`src/rtl/wfmt_pkg.sv`:
```
package wfmt_pkg;
  localparam int RES_W    = 18;
  localparam int USR_W    = 6;
  localparam int WORD_W   = RES_W + USR_W;
  localparam int PRBS_LEN = 15;
  localparam int PRBS_TAP = 14;

  typedef enum logic {
    SCR_PRBS = 1'b0,
    SCR_LSB  = 1'b1
  } scr_mode_e;
endpackage

```
`src/rtl/wfmt_prbs.sv`:
```
module wfmt_prbs #(
  parameter int LEN = 15,
  parameter int TAP = 14
) (
  input  logic clk,
  input  logic rst_n,
  input  logic step,
  output logic bit_o
);
  logic [LEN-1:0] state;

  always_ff @(posedge clk) begin
    if (!rst_n) begin
      state <= '1;
    end else if (step) begin
      state <= {state[LEN-2:0], state[LEN-1] ^ state[TAP-1]};
    end
  end

  assign bit_o = state[LEN-1];

  // a maximal-length register never reaches the all-zero lock-up state
  assert_nonzero_R7: assert property (@(posedge clk) disable iff (!rst_n)
    state != '0);

  // the sequence moves only on accepted samples
  assert_hold_R7: assert property (@(posedge clk) disable iff (!rst_n)
    !step |=> $stable(state));
endmodule

```
`src/rtl/wfmt_encode.sv`:
```
module wfmt_encode
  import wfmt_pkg::*;
#(
  parameter int RW = RES_W,
  parameter int UW = USR_W,
  localparam int WW = RW + UW
) (
  input  logic [RW-1:0] res,
  input  logic          twos,
  input  logic          scr_en,
  input  scr_mode_e     scr_mode,
  input  logic [UW-1:0] usr,
  input  logic          pbit,
  output logic [WW-1:0] word
);
  logic [RW-1:0] coded;
  logic [RW-1:0] mask_prbs;
  logic [RW-1:0] mask_lsb;

  // offset coding flips only the sign bit
  assign coded = {res[RW-1] ^ ~twos, res[RW-2:0]};

  for (genvar i = 0; i < RW; i++) begin : g_mask
    assign mask_prbs[i] = pbit;
    if (i == 0) begin : g_keep
      assign mask_lsb[i] = 1'b0;
    end else begin : g_flip
      assign mask_lsb[i] = coded[0];
    end
  end

  always_comb begin
    word = {coded, usr};
    if (scr_en) begin
      if (scr_mode == SCR_LSB) begin
        word = {coded ^ mask_lsb, usr};
      end else begin
        word = {coded ^ mask_prbs, pbit, usr[UW-2:0]};
      end
    end
  end
endmodule

```
`src/rtl/wfmt_top.sv`:
```
module wfmt_top
  import wfmt_pkg::*;
(
  input  logic              clk,
  input  logic              rst_n,
  input  logic              in_valid,
  output logic              in_ready,
  input  logic [RES_W-1:0]  in_result,
  input  logic              in_group,
  input  logic              cfg_twos,
  input  logic              cfg_scr_en,
  input  logic              cfg_scr_lsb,
  input  logic [USR_W-1:0]  cfg_user_lo,
  input  logic [USR_W-1:0]  cfg_user_hi,
  output logic              out_valid,
  input  logic              out_ready,
  output logic [WORD_W-1:0] out_word
);
  logic              take;
  logic              pbit;
  logic [USR_W-1:0]  usr_sel;
  logic [WORD_W-1:0] next_word;
  scr_mode_e         mode;

  assign in_ready = !out_valid || out_ready;
  assign take     = in_valid && in_ready;
  assign usr_sel  = in_group ? cfg_user_hi : cfg_user_lo;
  assign mode     = cfg_scr_lsb ? SCR_LSB : SCR_PRBS;

  wfmt_prbs #(.LEN(PRBS_LEN), .TAP(PRBS_TAP)) u_prbs (
    .clk  (clk),
    .rst_n(rst_n),
    .step (take),
    .bit_o(pbit)
  );

  wfmt_encode #(.RW(RES_W), .UW(USR_W)) u_enc (
    .res     (in_result),
    .twos    (cfg_twos),
    .scr_en  (cfg_scr_en),
    .scr_mode(mode),
    .usr     (usr_sel),
    .pbit    (pbit),
    .word    (next_word)
  );

  always_ff @(posedge clk) begin
    if (!rst_n) begin
      out_valid <= 1'b0;
      out_word  <= '0;
    end else begin
      if (in_ready) out_valid <= in_valid;
      if (take)     out_word  <= next_word;
    end
  end

  // a waiting word blocks the input
  assert_stall_block_R9: assert property (@(posedge clk) disable iff (!rst_n)
    (out_valid && !out_ready) |-> !in_ready);

  // a waiting word is held
  assert_stall_hold_R9: assert property (@(posedge clk) disable iff (!rst_n)
    (out_valid && !out_ready) |=> (out_valid && $stable(out_word)));

  // one-cycle latency from acceptance
  assert_latency_R8: assert property (@(posedge clk) disable iff (!rst_n)
    take |=> out_valid);

  // no input, no output
  assert_idle_R8: assert property (@(posedge clk) disable iff (!rst_n)
    (in_ready && !in_valid) |=> !out_valid);

  // LSB mode leaves the result LSB in place
  assert_lsb_keep_R6: assert property (@(posedge clk) disable iff (!rst_n)
    (take && cfg_scr_en && cfg_scr_lsb) |=> out_word[USR_W] == $past(in_result[0]));

  // two's complement, unscrambled, is a straight copy
  assert_twos_pass_R2: assert property (@(posedge clk) disable iff (!rst_n)
    (take && !cfg_scr_en && cfg_twos) |=> out_word[WORD_W-1:USR_W] == $past(in_result));
endmodule

```
`config.mk`:
```
export PLATFORM = sky130hd
export DESIGN_NAME = wfmt_top
export DESIGN_NICKNAME = d
export VERILOG_FILES = /design/src/rtl/wfmt_pkg.sv /design/src/rtl/wfmt_prbs.sv /design/src/rtl/wfmt_encode.sv /design/src/rtl/wfmt_top.sv
export SDC_FILE = /design/constraint.sdc
export NUM_CORES = 1
export LEC_CHECK = 0
export BUFFER_PORTS_ARGS = -buffer_cell sky130_fd_sc_hd__buf_4
export CAP_MARGIN = 20
export CORE_MARGIN = 8
export CORE_UTILIZATION = 53
export CTS_CLUSTER_SIZE = 8
export DETAILED_ROUTE_END_ITERATION = 7
export GPL_ROUTABILITY_DRIVEN = 0
export GPL_TIMING_DRIVEN = 0
export PLACE_DENSITY = 0.83
export SLEW_MARGIN = 40
export SYNTH_ARGS = -nofsm -noshare
export SYNTH_HDL_FRONTEND = slang
export SYNTH_SLANG_ARGS = --single-unit
```
`constraint.sdc`:
```
create_clock -name clk -period 2.06 [get_ports clk]
set_input_delay 0.206 -clock clk [delete_from_list [all_inputs] [get_ports clk]]
set_output_delay 0.206 -clock clk [all_outputs]
set_load 0.1 [all_outputs]
```
==> flow_summary.yaml <==
grt:
  gr-usage-met1_pct: 21.4
  top_usage_layer: "met2"
  grt_pass1_wl_mm: 8.23
  grt.total_usage_pct: 18.4
  overflow: 0
  met2_usage_pct: 30.6
  antenna_found_initial: 0
  grt_start_max_net_pins: 14
  grt_pass1_vias: 1784
  grt_use_met3_pct: 5.66
detailed_routing:
  drt-wirelength-per-cell_microns: 15.2
  first_pass_iters: 4
  ant_nets: 0
  wl_mm: 4.96
  drc: 0
  via_count: 1846
  first_iter_violations: 168
  via_per_inst: 5.66
synth:
  yosysMostFrequentCell: "dfxtp_1"
  ys_top_cells_by_area: "dfxtp_1 42%, a311oi_2 10%, o21ai_0 8.5%"
  yosysUniqueCellTypes: 27
  netlist_area_sq_um: 1890
  ys.flop_type: "dfxtp_1"
  synthDominantCellAreaShare_pct: 42.3
  synth_edf_count: 0
  synth-seq-cells: 40
  syn_area_per_cell_sq_um: 8.97
  synth.yosys.seq_area_share_pct: 42.3
  syn-num-nets: 249
  synth_common_cells: "40 x dfxtp_1, 32 x o21ai_0, 29 x nand3_1"
  async_flop_share_pct: 0
  yosysTopAreaCell: "dfxtp_1"
  synthCells: 211
  synth.yosys.warnings: 0
clock_network:
  cts.clk_slew.worst_paths_ns: 0.12
  clock_sinks: 40
  clk_path_buf_depth: 2
  cts-root-buf: "clkbuf_4"
  postCtsSetupRepairBufs: 0
  cts_max_level: 2
  cts_resized: 0
  cts_tree: "yes"
  cts_hold_buf: 0
  cts_buffers: 5
  clock_latency_ns: 0.36
timing:
  grt_setup_unrepaired: "no"
  slew_viol_final: 0
  fin_crit_sh_pct: 88.5
  hold_viol: 0
  slew_headroom_pct: 53.3
  min_period_ns: 1.82
  setup_viol: 0
  fin_setup_tns_ns: 0
  tightest_slew_ns: 0.701
  max_freq_mhz: 549
  clock_skew_ns: 0.00903
placed_design:
  io_buffers: 61
  dp_hpwl_mm: 3.67
  placedCellCount: 318
  post_dp_cell_area_sq_um: 2410
worst_setup_path:
  path_cells: "nor2b_1 -> buf_2 -> inv_2 -> clkbuf_2 -> buf_4"
  worstSetupPathType: "register to output port"
  critPathArrivalTime_ns: 1.62
  cp_slowest_cell: "dfxtp_2"
  required_ns: 1.85
  cp_top_family: "buffers and inverters"
  crit_fanout: 10
  rrSetupSlack_ns: 0.50
  end_kind: "output port"
  start_kind: "register"
  r2r_start: "u_prbs.state[14]"
  startpoint: "out_valid"
  slowest_delay_ns: 0.34
  crit_buf_inv: 4
pwr:
  p_per_area_nw_per_um2: 832
  power_leakage_nw: 1.02
  peakVddDrop_v: 0.000401
floorplanning:
  start_util_pct: 55.9
  ios: 64
  coreArea_sq_um: 3390
  die_x_microns: 75.8
  row_count: 21
  die_h_microns: 75.8
  dieArea_sq_um: 5740
min_path:
  worstHoldStart: "rst_n"
  hp-class: "input port to register"
layout:
  area_delta_synth_final_pct: 31.6
  drive_gt1_share_pct: 35.0
  final_area_sq_um: 2490
  fin_nets: 317
  final_cell_count_no_fill: 326
  antennaDiodeCount: 0
run_status:
  status: "finished, final reports clean"
run:
  cap_viol_max_count: 0
==> cell families (layout without fill, tap and decap cells) <==
family	Yosys count	count (layout)	share of synthesized area, %
DFF	40	40	42.3
buffers and inverters	28	97	6.94
AOI/OAI and AO/OA	81	81	30.1
and+or+nand+nor	51	51	14.7
muxes	8	8	4.49
xor gates and xnor gates	3	3	1.39
==> worst reg2reg max path, cell delays in order (launching register included) <==
cell and delay (ns):
dfxtp_1 0.39, mux2i_2 0.39, clkbuf_2 0.29, o21ai_0 0.12, a311oi_2 0.28
==> report_power, final <==
group / internal (mW) / switching, mW
logic: 0.199 / 0.482
registers: 0.837 / 0.0356
clock network: 0.253 / 0.266
total: 1.29 / 0.783
==> routing by layer <==
layer | share of wire, % | vias up
li1 | - | 926
met1 | 42 | 853
met2 | 48 | 60
met3 | 7.9 | 7
met4 | 2.1 | 0
met5 | 0 | -
==> layout by cell type (no fill, tap or decap) <==
cell type   instances
nand3_1            29
xor2_1              1
buf_1               1
a311oi_2           13
nor2b_1             1
buf_6               2
dfxtp_1            39
mux2i_2             1
xnor2_1             2
buf_4              61
inv_1               3
nand2_1             1
inv_2               1
or3_1              17
mux2i_1             6
nand3b_1            1
o21ai_0            32
clkinv_2            1
a311oi_1            4
clkinvlp_4          1
mux2_2              1
buf_2               8
bufinv_16           1
nand2b_1            1
o311ai_0            1
clkbuf_1           11
o22ai_1             1
clkbuf_2            2
nor2_1              1
dfxtp_2             1
a21oi_1            24
clkbuf_4            5
a211oi_1            6
==> flip-flops by register name (all words and copies together), names as in the netlist <==
name and cells:
out_valid 1, u_prbs.state 15, out_word 24
==> final timing paths <==
path,endpoint,cells past startpoint
hold / removal,u_prbs.state[13],2
setup reg to reg,out_word[18],4
setup / recovery,in_ready,5
hold reg to reg,out_word[5],2
==> area by class of cell <==
class | count | area, sq um
inverters | 4 | 15.0
well taps | 46 | 57.6
repair buffers | 61 | 458
fillers | 287 | 898
flip-flops and latches | 40 | 802
clock inverters | 3 | 42.5
clock buffers | 5 | 37.5
multi-input cells | 143 | 961
plain buffers | 24 | 118
==> metrics by stage <==
stage	power, mW	setup WS [ns]	utilization [%]	hold WS [ns]
CTS	2.08	0.225	73.5	0.0820
finish	2.07	0.237	73.5	0.0888
floorplan	1.40	0.197	-	0.389
detailed placement	1.57	0.531	71.1	0.461
global placement	1.56	0.537	71.1	0.461
global route	2.16	0.144	73.5	0.110
No activity file was read; power rests on OpenSTA's default activity.
